--- src/rtl/mac_pkg.sv ---
package mac_pkg;

   typedef enum logic [1:0] {
      OP_MAC   = 2'd0,
      OP_LOAD  = 2'd1,
      OP_CLEAR = 2'd2,
      OP_NONE  = 2'd3
   } mac_op_e;

   typedef enum logic [1:0] {
      FMT_SINT     = 2'd0,
      FMT_UINT     = 2'd1,
      FMT_SFRAC    = 2'd2,
      FMT_SINT_ALT = 2'd3
   } mac_fmt_e;

   typedef struct packed {
      mac_op_e  op;
      logic     wide;
      mac_fmt_e fmt;
      logic     sat;
   } mac_ctl_t;

   function automatic logic fmt_is_signed(mac_fmt_e f);
      return f != FMT_UINT;
   endfunction

   function automatic logic fmt_is_frac(mac_fmt_e f);
      return f == FMT_SFRAC;
   endfunction

endpackage

--- src/rtl/mac_issue_stage.sv ---
module mac_issue_stage
   import mac_pkg::*;
#(
   parameter int DATA_W = 32
) (
   input  logic              clk,
   input  logic              rst_n,
   input  logic              in_valid,
   input  mac_ctl_t          in_ctl,
   input  logic [DATA_W-1:0] in_a,
   input  logic [DATA_W-1:0] in_b,
   input  logic              hold,
   output logic              in_ready,
   output logic              s1_vld,
   output mac_ctl_t          s1_ctl,
   output logic [DATA_W-1:0] s1_a,
   output logic [DATA_W-1:0] s1_b
);

   logic take;

   assign in_ready = !hold;
   assign take     = in_valid && !hold && (in_ctl.op != OP_NONE);

   always_ff @(posedge clk or negedge rst_n) begin
      if (!rst_n) begin
         s1_vld <= 1'b0;
         s1_ctl <= '0;
         s1_a   <= '0;
         s1_b   <= '0;
      end else if (!hold) begin
         s1_vld <= take;
         if (take) begin
            s1_ctl <= in_ctl;
            s1_a   <= in_a;
            s1_b   <= in_b;
         end
      end
   end

endmodule

--- src/rtl/mac_mult_stage.sv ---
module mac_mult_stage
   import mac_pkg::*;
#(
   parameter int DATA_W    = 32,
   parameter bit SPLIT_MUL = 1'b1
) (
   input  logic              clk,
   input  logic              rst_n,
   input  logic              s1_vld,
   input  mac_ctl_t          s1_ctl,
   input  logic [DATA_W-1:0] s1_a,
   input  logic [DATA_W-1:0] s1_b,
   output logic              hold,
   output logic              s2_vld,
   output mac_op_e           s2_op,
   output logic              s2_sgn,
   output logic              s2_sat,
   output logic [DATA_W-1:0] s2_word
);

   localparam int HALF_W = DATA_W / 2;
   localparam int MA_W   = DATA_W + 1;
   localparam int MB_W   = HALF_W + 1;
   localparam int MP_W   = MA_W + MB_W;
   localparam int FULL_W = 2 * DATA_W - 1;

   logic                     sgn;
   logic                     frac;
   logic                     wide;
   logic signed [MA_W-1:0]   a_ext;
   logic [FULL_W-1:0]        full_prod;
   logic [DATA_W-1:0]        aligned;
   logic [DATA_W-1:0]        word;
   logic                     advance;

   assign sgn  = fmt_is_signed(s1_ctl.fmt);
   assign frac = fmt_is_frac(s1_ctl.fmt);
   assign wide = s1_ctl.wide;

   always_comb begin
      if (wide)
         a_ext = {sgn & s1_a[DATA_W-1], s1_a};
      else
         a_ext = {{(MA_W-HALF_W){sgn & s1_a[HALF_W-1]}}, s1_a[HALF_W-1:0]};
   end

   generate
      if (SPLIT_MUL) begin : g_split
         logic                   pass_q;
         logic signed [MB_W-1:0] b_slice;
         logic signed [MP_W-1:0] mprod;
         logic signed [MP_W-1:0] part_q;
         logic [FULL_W-1:0]      mprod_x;
         logic [FULL_W-1:0]      part_x;

         always_comb begin
            if (!wide)
               b_slice = {sgn & s1_b[HALF_W-1], s1_b[HALF_W-1:0]};
            else if (!pass_q)
               b_slice = {1'b0, s1_b[HALF_W-1:0]};
            else
               b_slice = {sgn & s1_b[DATA_W-1], s1_b[DATA_W-1:HALF_W]};
         end

         assign mprod   = a_ext * b_slice;
         assign mprod_x = {{(FULL_W-MP_W){mprod[MP_W-1]}}, mprod};
         assign part_x  = {{(FULL_W-MP_W){part_q[MP_W-1]}}, part_q};

         assign full_prod = wide ? (part_x + (mprod_x << HALF_W)) : mprod_x;
         assign hold      = s1_vld && (s1_ctl.op == OP_MAC) && wide && !pass_q;

         always_ff @(posedge clk or negedge rst_n) begin
            if (!rst_n) begin
               pass_q <= 1'b0;
               part_q <= '0;
            end else begin
               pass_q <= hold;
               if (hold)
                  part_q <= mprod;
            end
         end
      end else begin : g_single
         logic signed [MA_W-1:0]   b_ext;
         logic signed [2*MA_W-1:0] fprod;

         always_comb begin
            if (wide)
               b_ext = {sgn & s1_b[DATA_W-1], s1_b};
            else
               b_ext = {{(MA_W-HALF_W){sgn & s1_b[HALF_W-1]}}, s1_b[HALF_W-1:0]};
         end

         assign fprod     = a_ext * b_ext;
         assign full_prod = fprod[FULL_W-1:0];
         assign hold      = 1'b0;
      end
   endgenerate

   always_comb begin
      if (!frac)
         aligned = full_prod[DATA_W-1:0];
      else if (wide)
         aligned = full_prod[FULL_W-1:DATA_W-1];
      else
         aligned = {full_prod[DATA_W-2:0], 1'b0};
   end

   always_comb begin
      unique case (s1_ctl.op)
         OP_LOAD:  word = s1_a;
         OP_MAC:   word = aligned;
         default:  word = '0;
      endcase
   end

   assign advance = s1_vld && !hold;

   always_ff @(posedge clk or negedge rst_n) begin
      if (!rst_n) begin
         s2_vld  <= 1'b0;
         s2_op   <= OP_NONE;
         s2_sgn  <= 1'b0;
         s2_sat  <= 1'b0;
         s2_word <= '0;
      end else begin
         s2_vld <= advance;
         if (advance) begin
            s2_op   <= s1_ctl.op;
            s2_sgn  <= sgn;
            s2_sat  <= s1_ctl.sat;
            s2_word <= word;
         end
      end
   end

endmodule

--- src/rtl/mac_acc_stage.sv ---
module mac_acc_stage
   import mac_pkg::*;
#(
   parameter int DATA_W  = 32,
   parameter bit HAS_SAT = 1'b1
) (
   input  logic              clk,
   input  logic              rst_n,
   input  logic              s2_vld,
   input  mac_op_e           s2_op,
   input  logic              s2_sgn,
   input  logic              s2_sat,
   input  logic [DATA_W-1:0] s2_word,
   output logic [DATA_W-1:0] acc_q,
   output logic              ovf_q
);

   localparam int MSB = DATA_W - 1;

   logic [DATA_W:0]   sum;
   logic              ovf_now;
   logic              sat_go;
   logic [DATA_W-1:0] clamp;

   assign sum = {1'b0, acc_q} + {1'b0, s2_word};

   always_comb begin
      if (s2_sgn) begin
         ovf_now = (acc_q[MSB] == s2_word[MSB]) && (sum[MSB] != acc_q[MSB]);
         clamp   = s2_word[MSB] ? {1'b1, {(DATA_W-1){1'b0}}}
                                : {1'b0, {(DATA_W-1){1'b1}}};
      end else begin
         ovf_now = sum[DATA_W];
         clamp   = '1;
      end
   end

   generate
      if (HAS_SAT) begin : g_sat
         assign sat_go = s2_sat;
      end else begin : g_wrap
         assign sat_go = 1'b0;
      end
   endgenerate

   always_ff @(posedge clk or negedge rst_n) begin
      if (!rst_n) begin
         acc_q <= '0;
         ovf_q <= 1'b0;
      end else if (s2_vld) begin
         unique case (s2_op)
            OP_MAC: begin
               acc_q <= (ovf_now && sat_go) ? clamp : sum[DATA_W-1:0];
               ovf_q <= ovf_q | ovf_now;
            end
            OP_LOAD, OP_CLEAR: begin
               acc_q <= s2_word;
               ovf_q <= 1'b0;
            end
            default: ;
         endcase
      end
   end

endmodule

--- src/rtl/mac_pipe_top.sv ---
module mac_pipe_top
   import mac_pkg::*;
#(
   parameter int DATA_W    = 32,
   parameter bit SPLIT_MUL = 1'b1,
   parameter bit HAS_SAT   = 1'b1
) (
   input  logic              clk,
   input  logic              rst_n,
   input  logic              issue_valid,
   output logic              issue_ready,
   input  logic [1:0]        issue_op,
   input  logic              issue_wide,
   input  logic [1:0]        issue_fmt,
   input  logic              issue_sat,
   input  logic [DATA_W-1:0] opnd_a,
   input  logic [DATA_W-1:0] opnd_b,
   output logic [DATA_W-1:0] acc_value,
   output logic              acc_ovf
);

   generate
      if ((DATA_W % 2) != 0 || DATA_W < 8) begin : g_bad_width
         $error("mac_pipe_top: DATA_W must be even and at least 8");
      end
   endgenerate

   mac_ctl_t          in_ctl;
   logic              hold;
   logic              s1_vld;
   mac_ctl_t          s1_ctl;
   logic [DATA_W-1:0] s1_a;
   logic [DATA_W-1:0] s1_b;
   logic              s2_vld;
   mac_op_e           s2_op;
   logic              s2_sgn;
   logic              s2_sat;
   logic [DATA_W-1:0] s2_word;

   assign in_ctl.op   = mac_op_e'(issue_op);
   assign in_ctl.wide = issue_wide;
   assign in_ctl.fmt  = mac_fmt_e'(issue_fmt);
   assign in_ctl.sat  = issue_sat;

   mac_issue_stage #(.DATA_W(DATA_W)) u_issue (
      .clk      (clk),
      .rst_n    (rst_n),
      .in_valid (issue_valid),
      .in_ctl   (in_ctl),
      .in_a     (opnd_a),
      .in_b     (opnd_b),
      .hold     (hold),
      .in_ready (issue_ready),
      .s1_vld   (s1_vld),
      .s1_ctl   (s1_ctl),
      .s1_a     (s1_a),
      .s1_b     (s1_b)
   );

   mac_mult_stage #(.DATA_W(DATA_W), .SPLIT_MUL(SPLIT_MUL)) u_mult (
      .clk     (clk),
      .rst_n   (rst_n),
      .s1_vld  (s1_vld),
      .s1_ctl  (s1_ctl),
      .s1_a    (s1_a),
      .s1_b    (s1_b),
      .hold    (hold),
      .s2_vld  (s2_vld),
      .s2_op   (s2_op),
      .s2_sgn  (s2_sgn),
      .s2_sat  (s2_sat),
      .s2_word (s2_word)
   );

   mac_acc_stage #(.DATA_W(DATA_W), .HAS_SAT(HAS_SAT)) u_acc (
      .clk     (clk),
      .rst_n   (rst_n),
      .s2_vld  (s2_vld),
      .s2_op   (s2_op),
      .s2_sgn  (s2_sgn),
      .s2_sat  (s2_sat),
      .s2_word (s2_word),
      .acc_q   (acc_value),
      .ovf_q   (acc_ovf)
   );

endmodule

--- config.mk ---
export PLATFORM = sky130hd
export DESIGN_NAME = mac_pipe_top
export DESIGN_NICKNAME = d
export VERILOG_FILES = /design/src/rtl/mac_pkg.sv /design/src/rtl/mac_issue_stage.sv /design/src/rtl/mac_mult_stage.sv /design/src/rtl/mac_acc_stage.sv /design/src/rtl/mac_pipe_top.sv
export SDC_FILE = /design/constraint.sdc
export NUM_CORES = 2
export LEC_CHECK = 0
export BUFFER_PORTS_ARGS = -buffer_cell sky130_fd_sc_hd__buf_2
export CAP_MARGIN = 40
export CORE_MARGIN = 2
export CORE_UTILIZATION = 53
export CTS_BUF_LIST = sky130_fd_sc_hd__clkbuf_8
export CTS_CLUSTER_DIAMETER = 50
export DETAILED_ROUTE_END_ITERATION = 10
export PLACE_DENSITY_LB_ADDON = 0.12
export SYNTH_ARGS = -nofsm -noshare
export SYNTH_HDL_FRONTEND = slang
export SYNTH_SLANG_ARGS = --single-unit
export TNS_END_PERCENT = 100
--- constraint.sdc ---
create_clock -name clk -period 8.8 [get_ports clk]
set_clock_uncertainty 0.2 [all_clocks]
set_input_delay 0.44 -clock clk [delete_from_list [all_inputs] [get_ports clk]]
set_output_delay 0.44 -clock clk [all_outputs]
set_load 0.02 [all_outputs]
== Yosys cells after proc, flatten, opt, wreduce, memory -nomap -nowiden ==
Index checks and enable logic that the tools add are counted.

* Output and inout port bits: 34
* Register bits after elaboration: 192
* Bits of input ports: 73
* Logic and storage cells: 62

* Bitwise logic cells: 6
* Multipliers: 1
* Eq/ne operators: 8
* Reduce and logical (&&, ||, !) cells: 16
* $add $sub $neg: 2
* Muxes and demuxes: 13

{| class="wikitable"
|+ Operators with widths
! cell !! count
|-
| 32-bit two-way mux || 5
|-
| 32-bit one-hot mux with 2 select lines || 2
|-
| 63-bit adder || 1
|-
| 63-bit two-way mux || 1
|-
| 33-bit by 17-bit multiplier with 50-bit output || 1
|-
| 17-bit two-way mux || 2
|-
| 32-bit by 32-bit adder with 33-bit output || 1
|-
| 33-bit two-way mux || 1
|-
| 1-bit logical AND || 8
|-
| 1-bit bitwise AND || 4
|-
| 2-bit by 1-bit equality test with 1-bit output, second input constant || 2
|-
| 2-bit equality test, second input constant || 2
|-
| 2-bit zero test || 2
|-
| 2-bit AND reduction || 2
|-
| 1-bit zero test || 2
|-
| 2-bit by 1-bit != test with 1-bit output, second input constant || 1
|-
| 2-bit != test, second input constant || 1
|-
| 1-bit one-hot mux with 2 select lines || 1
|-
| 2-bit nonzero test || 1
|-
| 2-bit OR reduction || 1
|-
| 1-bit equality test || 1
|-
| 1-bit two-way mux || 1
|-
| 1-bit != test || 1
|-
| 1-bit NOT || 1
|-
| 1-bit bitwise OR || 1
|}

== Logic depth before layout (Yosys ltp) ==
* Depth in word-level cells: 10
* Mapped depth: 43
* Mapped depth without buffers: 40

== Hierarchy ==
Synthesis repeated with hierarchy kept, for this count alone.

* Cells, all modules: 3695
* Area, all modules: 32902.8 um^2

{| class="wikitable"
|+ By module, submodules not included
! module !! area an instance (um^2) !! instances !! sequential area each (um^2) !! cells an instance
|-
| mac_mult_stage || 26532.9 || 1 || 2204.6 || 3090
|-
| mac_acc_stage || 3677.3 || 1 || 825.8 || 449
|-
| mac_issue_stage || 2692.6 || 1 || 1776.7 || 156
|}

== Worst setup path before layout ==
OpenSTA, ideal clock, no wires.

* Path type: reg2reg
* Start point: register u_mult.g_split.pass_q
* End point: register u_mult.s2_word[31]
* Stages on the path, launching flop included: 38
* Path buffers: 4
* Required time: 8471 ps
* Setup slack: -571 ps
* Library setup time: 129 ps
* Data arrival time: 9042 ps
* Period minus slack after synthesis: 9371 ps
* Cell sequence: dfrtp_1 nand2_1 buf_1 clkbuf_1 mux2_2 clkbuf_1 nand2_1 fa_1 inv_1 fa_1 inv_1 fa_1 fa_1 fa_1 fa_1 inv_1 ha_1 clkbuf_1 [2 not listed] a21oi_1 o21ai_1 a211o_1 a221o_1 a21oi_2 xnor2_1 ha_1 inv_1 o21bai_1 a21o_1 nor3_1 a21boi_0 or4bb_1 o21bai_1 o21ai_0 a41oi_1 o41ai_1 nor2_1

* Cells in the longest elaborated chain, start to end: 8
* Elaborated cells between the ends (all ways): 12
* Those cells by class: add/sub: 1; mul: 1; mux: 6; reduce/logical: 4

{| class="wikitable"
|+ Ends and longest elaborated chain
! item !! line !! source
|-
| start: declaration || mac_mult_stage.sv:49 || <nowiki>logic pass_q;</nowiki>
|-
| start signal: assignment || mac_mult_stage.sv:77 || <nowiki>pass_q <= hold;</nowiki>
|-
| 17-bit two-way mux || mac_mult_stage.sv:59 || <nowiki>else if (!pass_q)</nowiki>
|-
| 17-bit two-way mux || mac_mult_stage.sv:57 || <nowiki>if (!wide)</nowiki>
|-
| 33-bit by 17-bit multiplier with 50-bit output || mac_mult_stage.sv:65 || <nowiki>assign mprod = a_ext * b_slice;</nowiki>
|-
| named net u_mult.g_split.mprod[32] || mac_mult_stage.sv:51 || <nowiki>logic signed [MP_W-1:0] mprod;</nowiki>
|-
| 63-bit adder || mac_mult_stage.sv:69 || <nowiki>assign full_prod = wide ? (part_x + (mprod_x << HALF_W)) : mprod_x;</nowiki>
|-
| 63-bit two-way mux || mac_mult_stage.sv:69 ||
|-
| 32-bit two-way mux || mac_mult_stage.sv:102 || <nowiki>else if (wide)</nowiki>
|-
| 32-bit two-way mux || mac_mult_stage.sv:100 || <nowiki>if (!frac)</nowiki>
|-
| 32-bit one-hot mux with 2 select lines || mac_mult_stage.sv:109 || <nowiki>unique case (s1_ctl.op)</nowiki>
|-
| end signal: assignment || mac_mult_stage.sv:131 || <nowiki>s2_word <= word;</nowiki>
|-
| end: declaration || mac_mult_stage.sv:18 || <nowiki>output logic [DATA_W-1:0] s2_word</nowiki>
|}

The timed path passes the listed nets, and every way through them passes these cells.
A chain may end at the register's enable or synchronous reset.

== Worst setup path in the final report ==
* Start point: register u_mult.g_split.pass_q
* End point: register u_mult.s2_word[23]

Same word-level chain as after synthesis.

==> metrics.md <==
| Metric | Value |
|---|---|
| Status | finished with violations |
| Failing checks | negative setup slack |
| Cell area after synthesis | roughly 33000 sq um |
| Full die area | roughly 63000 sq um |
| Relative max-transition margin | 36.0% |
| Worst hold endpoint | u_issue.s1_b[7]$_DFFE_PN0P_ |
| Total global routing overflow | 0 |
| Max incr delay on CP | 580 ps |
| Starting Density | about 54% |
| FF-to-FF End | u_mult.s2_word[23]$_DFFE_PN0P_ |
| Mean post-synth cell area | 8.82 sq um |
| Min Hold Slack | roughly 41 ps |
| RSZ-0062 raised after global routing | yes |
| CTS tree | yes |
| Hold Crit Start | opnd_b[7] |
| Min Tclk post-route | around 9100 ps |
| Worst reg2reg path depth | 37 |
| Port Buf Inserts | between 100 and 150 |
| # clock sinks | about 190 |
| Vias in the first global route | between 30000 and 40000 |
| Post-synth EDFFs | 0 |
| TNS Setup | -1770 ps |
| Critical path required time | 9010 ps |
| Drt pass-1 iters | 5 |
| Slew Limit Fails | 0 |
| Place WS | -542 ps |
| CTS root buf | clkbuf_8 |
| Final HPWL DP | about 92 mm |
| Async SR Flop Fraction | 100% |
| Slew @ Worst Pin | about 960 ps |
| Commonest cells after routing, fill and taps aside | inv_1 (573), fa_1 (525), nand2_1 (509), buf_4 (487), nor2_1 (193) |
| H-tree level count | 4 |
| Final period util | 103% |
| RePlAce Congestion | 0.989 |
| Vias | roughly 29000 |
| Crit-path slowest cell | fa_2 |
| I/O Pins | between 100 and 150 |
| Mapped Nets | 4493 |
| CP max FO | 8 |
| Most used cell, CP | fa_1 |
| CP Capture Type | flip-flop |
| Syn Inst Count | approximately 3700 |
| Die span in y | roughly 250 um |
| Worst setup margin | -265 ps |
| Final WL | roughly 110 mm |
| Warnings from Yosys | 0 |
| Most common cell after layout, fill and taps aside | inv_1 |
| Synth unique cells | between 80 and 90 |
| Post-route design area | between 40000 and 50000 sq um |
| Antenna Nets Post-Route | 0 |
| Largest net degree at the start of global routing | 67 |
| Post-route DRC | 0 |
| Num CTS Buffers | 17 |
| Fin nets | a little over 5000 |
| Global-route wire length before repair | between 150 and 200 mm |
| Critical path data arrival time | about 9300 ps |
| Share of layout cells above drive strength 1 | 26.2% |
| Die X | approximately 250 um |
| Crit start category | flip-flop |
| Fin. Hold Viols | 0 |
| Gr usage total | roughly 37% |
| Cell area after placement | roughly 37000 sq um |
| Clk buf depth | 2 |
| Detailed Route Iter0 Violations | about 2300 |
| Hold depth | 2 |
| Critical R2R Launch | u_mult.g_split.pass_q$_DFF_PN0_ |
| Fmax | approximately 0.11 GHz |
| Flop2flop setup slack | -260 ps |
| Routed len/inst | about 23 um |
| Initial antenna violation count | 5 |
| P&R area growth vs syn | 25.7% |
| Final setup violation count | 15 |
| WS Path Type | reg2reg |
| Seq cells post-synth | 192 |
| Sequential share of the synthesized area | 14.8% |
| Max Cap Viol | 0 |
| Tightest Hold Check Type | in2reg |
| Most used flip-flop cell after synthesis | dfrtp_1 |
| Clk_lat worst skew | roughly 530 ps |
| Cell Rows | 90 |
| Reg clk slew, reported paths | 110 ps |
| Core area | around 60000 sq um |
| Vias per cell | ~5.7 |
[what timing repair did]
| item | 4_1_cts | 5_1_grt |
|---|---|---|
| hold buffers | 55 | 1 |
| endpoints found under the setup margin | 28 | 27 |
| buffers inserted | 44 | 30 |
| pin swaps | 145 | 107 |
| cloned | 7 | 0 |
| endpoints found under the hold margin | 111 | 1 |
| resized for setup | 218 | 189 |
[cell usage after synthesis (all sizes together) (20+ instances only)]
cell    instances  share of area [%]
inv           600                6.9
o21a           30               0.69
nor2b          46               0.89
ha            197                7.6
nand3          28               0.43
mux2           89                3.1
and3           39               0.75
nand2b         25               0.48
buf            34               0.43
dfrtp         190                 15
nor2          202                2.3
and2          113                2.2
nor3           20               0.31
o21bai         20               0.46
nand3b         29               0.67
fa            539                 33
xor2           36               0.97
clkbuf        168                1.9
o21ai         166                2.6
a21oi         196                3.1
nand4          22               0.42
nand2         536                6.2
xnor2          81                2.2
a21o           72                1.7
[routing by layer]
metal  global-route usage, %  vias up  share of wire, %
met3                    4.60      284               6.5
li1                        -    12800                 -
met1                    48.8    14700                40
met4                    14.7        6               4.9
met5                       0        -             0.036
met2                    61.6     1123                48
[worst max path at each step]
| stage | from | to | slack (ps) | cells past startpoint |
|---|---|---|---|---|
| 4_1_cts | u_issue.s1_ctl[3]$_DFFE_PN0P_ | u_mult.s2_word[23]$_DFFE_PN0P_ | -120 | 35 |
| 6_report | u_mult.g_split.pass_q$_DFF_PN0_ | u_mult.s2_word[23]$_DFFE_PN0P_ | -260 | 37 |
| 2_1_floorplan | u_issue.s1_ctl[3]$_DFFE_PN0P_ | u_mult.s2_word[31]$_DFFE_PN0P_ | 10 | 36 |
| 3_3_place_gp | u_mult.g_split.pass_q$_DFF_PN0_ | u_mult.s2_word[30]$_DFFE_PN0P_ | -500 | 35 |
| 5_1_grt | u_mult.g_split.pass_q$_DFF_PN0_ | u_mult.s2_word[30]$_DFFE_PN0P_ | -490 | 38 |
| 3_5_place_dp | u_issue.s1_ctl[2]$_DFFE_PN0P_ | u_mult.s2_word[31]$_DFFE_PN0P_ | -540 | 38 |
[layout make-up]
cell class / instances / area (sq um)
clock inverters: 15 / 144
well taps: 782 / 978
fillers: 4884 / 19600
multi-input cells: 2694 / 26500
inverters: 601 / 2260
clock buffers: 17 / 234
repair buffers: 723 / 5900
flip-flops and latches: 192 / 4810
diodes: 2 / 5.00
[metrics by stage]
| step | cells | utilization [%] |
|---|---|---|
| final | 5026 | 67.6 |
| after global routing | 5025 | 67.6 |
| after CTS | 5002 | 66.0 |
| after detailed placement | 4869 | 61.9 |
| after global placement | 4864 | 61.7 |
| after floorplan | 3684 | - |
[cell families after synthesis]
| logic type | Yosys count | share of synthesized area [%] |
|---|---|---|
| adders and majority gates | 736 | 40.8 |
| xor gates and xnor gates | 117 | 3.15 |
| muxes | 111 | 4.15 |
| buffers and inverters | 803 | 9.32 |
| DFF | 192 | 14.8 |
| AOI/OAI and AO/OA | 637 | 12.5 |
| and+or+nand+nor | 1088 | 15.3 |
[registers in the layout, summed over array words and instances, names as in the netlist]
name	cells
u_mult.g_split.pass_q	1
u_issue.s1_a	32
u_mult.s2_word	32
u_issue.s1_b	32
u_mult.s2_vld	1
u_issue.s1_vld	1
u_acc.ovf_q	1
u_issue.s1_ctl	6
u_mult.s2_sgn	1
u_acc.acc_q	32
u_mult.s2_op	2
u_mult.g_split.part_q	50
u_mult.s2_sat	1
[worst max-delay path, delay by kind of cell, from the launching register on]
kind	cells	cell delay (ps)
compound gates	11	2280
xor+xnor	2	280
fa+ha+maj	8	3770
buf+inv	8	790
flops	1	390
mux	1	260
simple gates	7	960
Power is not shown: default switching activity piles up to over one toggle a cycle in this logic, so the estimate is an artifact.
